`src/rtl/regbuf_fanout.sv`:
```
module regbuf_fanout #(
  parameter int IN_W   = 25,
  parameter int HALF_W = 14
) (
  input  logic                clk,
  input  logic                rst_n,
  input  logic                fanout_mode,
  input  logic                upper_sel,
  input  logic [IN_W-1:0]     din,
  output logic [2*HALF_W-1:0] dout
);
  localparam int OUT_W = 2 * HALF_W;
  localparam int B_LSB = IN_W - HALF_W;

  logic [HALF_W-1:0] half_src;
  logic [OUT_W-1:0]  nxt;

  assign half_src = upper_sel ? din[IN_W-1:B_LSB] : din[HALF_W-1:0];
  assign nxt      = fanout_mode ? {half_src, half_src} : OUT_W'(din);

  always_ff @(posedge clk or negedge rst_n)
    if (!rst_n) dout <= '0;
    else        dout <= nxt;

  assert_direct_R1: assert property (@(posedge clk) disable iff (!rst_n)
    !fanout_mode |=> dout[IN_W-1:0] == $past(din));

  assert_spare_low_R2: assert property (@(posedge clk) disable iff (!rst_n)
    !fanout_mode |=> dout[OUT_W-1:IN_W] == '0);

  assert_bank_a_R3: assert property (@(posedge clk) disable iff (!rst_n)
    (fanout_mode && !upper_sel) |=>
      (dout[HALF_W-1:0] == $past(din[HALF_W-1:0])) &&
      (dout[OUT_W-1:HALF_W] == $past(din[HALF_W-1:0])));

  assert_bank_b_R4: assert property (@(posedge clk) disable iff (!rst_n)
    (fanout_mode && upper_sel) |=>
      (dout[HALF_W-1:0] == $past(din[IN_W-1:B_LSB])) &&
      (dout[OUT_W-1:HALF_W] == $past(din[IN_W-1:B_LSB])));

  assert_reset_clear_R6: assert property (@(posedge clk) disable iff (rst_n)
    dout == '0);

  assert_straps_static_R8: assert property (@(posedge clk) disable iff (!rst_n)
    $stable(fanout_mode) && $stable(upper_sel));
endmodule

```
`config.mk`:
```
export PLATFORM = sky130hd
export DESIGN_NAME = regbuf_fanout
export DESIGN_NICKNAME = d
export VERILOG_FILES = /design/src/rtl/regbuf_fanout.sv
export SDC_FILE = /design/constraint.sdc
export NUM_CORES = 1
export LEC_CHECK = 0
export BUFFER_PORTS_ARGS = -buffer_cell sky130_fd_sc_hd__buf_2
export CELL_PAD_IN_SITES_DETAIL_PLACEMENT = 0
export CELL_PAD_IN_SITES_GLOBAL_PLACEMENT = 1
export CORE_MARGIN = 3
export CORE_UTILIZATION = 31
export DETAILED_ROUTE_END_ITERATION = 8
export GPL_TIMING_DRIVEN = 0
export HOLD_SLACK_MARGIN = 0.12
export PLACE_DENSITY_LB_ADDON = 0.1
export SLEW_MARGIN = 10
export SYNTH_ARGS = -nofsm -noshare
export SYNTH_HDL_FRONTEND = slang
export SYNTH_SLANG_ARGS = --single-unit
```
`constraint.sdc`:
```
create_clock -name clk -period 0.8 [get_ports clk]
set_input_delay 0.12 -clock clk [delete_from_list [all_inputs] [get_ports clk]]
set_output_delay 0.12 -clock clk [all_outputs]
set_load 0.01 [all_outputs]
```
After elaboration in Yosys (flattened, before gate mapping)

Cells that the tools add are included.

Muxes and demuxes: 2

Operators with widths:

| kind    | count |
|---|---|
| $mux 28 | 1 |
| $mux 14 | 1 |

Flip-flop bits (word level): 28
Logic and storage cells: 3

Logic depth before layout (Yosys ltp)

Depth after elaboration: 2
Depth in mapped cells: 4

Least setup slack after synthesis

OpenSTA, ideal clock, no wires.

Kind: input to register
Start: in fanout_mode
End: reg dout[10]
Data arrival time: 0.804 ns
Required time: 0.675 ns
Slack: -0.129 ns
Stages on the path: 4
Path through: buf_4 nand2_4 buf_6 mux2_4

Longest elaborated chain between the ends: 1

RTL lines:

| item                   | RTL line | RTL |
|---|---|---|
| start: declaration     | 7        | `input logic fanout_mode,` |
| $mux 28                | 19       | `assign nxt = fanout_mode ? {half_src, half_src} : OUT_W'(din);` |
| net nxt[10]            | 16       | `logic [OUT_W-1:0] nxt;` |
| end signal: assignment | 23       | `else dout <= nxt;` |
| end: declaration       | 10       | `output logic [2*HALF_W-1:0] dout` |

The timed path passes the listed nets, and every way through them passes these cells.

Worst setup path in the final report

Start: reg dout[23]
End: out dout[23]

No word-level cell between the ends.

==> summary.md <==
| Metric | Value |
|---|---|
| Grt total ovfl | 0 |
| H-tree levels | 1 |
| Detailed Routing Iterations Pass 1 | 2 |
| Routed vias/inst | 4.39 |
| Clock buffers created by TritonCTS | 3 |
| Placer's final routability congestion estimate | 0.704 |
| Critical Path Stages | 1 |
| Delay of the slowest cell on the worst path | 390 ps |
| Post-DP HPWL | 2000 um |
| Worst hold slack | -139 ps |
| Sinks on the clock net | 28 |
| Post-synthesis register bit count | 28 |
| Delay-heaviest family, CP | flip-flops |
| Violated checks | hold timing, setup timing |
| Antenna violations before repair | 0 |
| Max FO, Critical Path | 1 |
| TritonCTS clock tree | done |
| Max Cap Viol | 0 |
| Setup TNS after final layout | -2360 ps |
| First-pass GRT wire length | 4150 um |
| Cell-by-cell listing of the critical path | buf_2 |
| Clock tree buffer depth | 2 |
| Reported leakage power | 0.844 nW |
| Final Hold Vio Count | 28 |
| CP Launch Type | flip-flop |
| Via count of the first global-routing pass | 859 |
| Layout cell share with drive strength beyond 1 | 53.4% |
| Final Net Count | 176 |
| HP Class | in2async |
| Starting utilization of the core area | 32.6% |
| Total of endpoints with negative setup slack in the final report | 28 |
| Last element of the critical path | dout[23] |
| Final core utilization | 44.2% |
| Pre-CTS setup slack | -168 ps |
| Fin crit share | 113% |
| Clock slew at the register clock pins of the worst setup and hold paths | 90 ps |
| Count of fill cells added during filler insertion | 370 |
| Quantity of I/O buffers inserted on ports | 54 |
| Net count after synthesis | 117 |
| Top Ports | 57 |
| Routed wire per std cell | 13.8 um |
| Clock tree root driver cell | sky130_fd_sc_hd__clkbuf_8 |
| Number of remaining DRC errors | 0 |
| Syn_area_per_cell | 13.8 um2 |
| VDD IR-drop max | 0.000752 V |
| Maximum clock rate | 1100 MHz |
| Setup repair after global routing missed its margin | true |
| Slew Limit Fails | 0 |
| Slowest cell on crit path | sky130_fd_sc_hd__dfrtp_1 |
| Area of the core | 3720 um2 |
| Pin count of the biggest net entering global routing | 29 |
| Commonest cells after routing, fill and taps aside | sky130_fd_sc_hd__buf_2 (52), sky130_fd_sc_hd__dfrtp_1 (28), sky130_fd_sc_hd__mux2i_1 (14) |
| Register name with the most flops | dout |
| Post-layout instance count excluding filler cells | 194 |
| Endpoint class of the critical path | output pin |
| Number of buffers inserted for hold repair after clock tree synthesis | 3 |
| Seq/Total Area, Yosys | 57.8% |
| Number of vias in the routed layout | 852 |
| Overall routed net length | 2680 um |
| First element of the critical path | dout[23]$_DFF_PN0_ |
| Critical Setup Path Class | reg2out |
| Most common cell after layout, fill and taps aside | sky130_fd_sc_hd__buf_2 |
| Die outline area | 4700 um2 |
| Crit path required time | 680 ps |
| Ant diodes | 0 |
| Max reg flops | 28 |
| Area grow syn2layout | 35.4% |
| Period minus WS final | 907 ps |
| Power Density | 1810 nW/um2 |
| Initial DRC count | 28 |
| Die extent in x | 68.5 um |
| Buf/Inv on CP | 1 |
| Outcome | finished, violations left |
| Registers with the highest flip-flop counts | dout: 28 flops |
| Slack of the critical path | -107 ps |
| Setup Buffers After CTS | 0 |
| Global-route usage over all layers | 12.3% |
| Synth unique cells | 12 |
| Crit path arrival time | 790 ps |
| Synthesized instance count | 88 |
| Die height | 68.5 um |
| Placed Cells | 190 |
| Mapped Area | 1210 um2 |
| Row count | 22 |
| Antenna-violating nets left | 0 |
| YS warnings | 0 |
| Relative slew margins | 58.7% |
| Transition time at the pin with the least slew margin | 620 ps |
## worst min path at each step
stage | startpoint | to | slack, ps
floorplan | rst_n | dout[0]$_DFF_PN0_ | -180
global placement | rst_n | dout[12]$_DFF_PN0_ | 180
detailed placement | rst_n | dout[26]$_DFF_PN0_ | 180
CTS | rst_n | dout[24]$_DFF_PN0_ | -120
global route | rst_n | dout[12]$_DFF_PN0_ | -90
finish | rst_n | dout[26]$_DFF_PN0_ | -140
## cell families after synthesis
logic type | after synthesis | share of synthesized area [%]
mux | 28 | 27.7
simple gates | 15 | 5.88
compound gates | 11 | 4.54
buf+inv | 6 | 4.13
flops | 28 | 57.8
## area by class of cell
type                    count  area [um2]  area share (%)
clock buffers               4        55.1            3.35
flip-flops and latches     28         701            42.7
multi-input cells          54         470            28.7
repair buffers             54         289            17.6
plain buffers               6        66.3            4.04
well taps                  48        60.1            3.66
## Yosys cell counts
cell	count	share of area, %
sky130_fd_sc_hd__dfrtp_1	28	58
sky130_fd_sc_hd__mux2i_1	14	12
sky130_fd_sc_hd__a21oi_1	11	4.5
sky130_fd_sc_hd__nor2_1	11	3.4
sky130_fd_sc_hd__mux2_4	10	12
sky130_fd_sc_hd__mux2_2	4	3.7
sky130_fd_sc_hd__buf_6	3	2.8
sky130_fd_sc_hd__nor2b_1	3	1.5
sky130_fd_sc_hd__buf_2	1	0.41
sky130_fd_sc_hd__buf_4	1	0.62
sky130_fd_sc_hd__clkbuf_1	1	0.31
sky130_fd_sc_hd__nand2_4	1	0.93
## stage by stage
stage | power (mW) | hold slack (ps) | cell area [um2]
after floorplan | 1.89 | -176 | 1240
after global placement | 2.15 | 178 | 1570
after detailed placement | 2.16 | 179 | 1570
after CTS | 3.03 | -120 | 1650
after global routing | 3.15 | -91.1 | 1640
final | 2.98 | -139 | 1640
## metal layers
metal  track usage, %  wire (um)  part of all wire [%]
met2             19.7       1290                    48
met4             3.72         18                  0.67
met3             2.43        196                   7.3
met5                0          0                     0
met1             16.7       1170                    44
## what timing repair did
action | in CTS | in global routing
setup endpoints to repair | 28 | 33
resized for setup | 0 | 3
gates cloned | 0 | 0
hold endpoints to repair | 43 | 40
## report_power, final
group	switching [mW]	internal, mW
Sequential	0.0298	1.52
Clock	0.402	0.439
Combinational	0.284	0.297
Total	0.716	2.26
No activity file was read; power rests on OpenSTA's default activity.
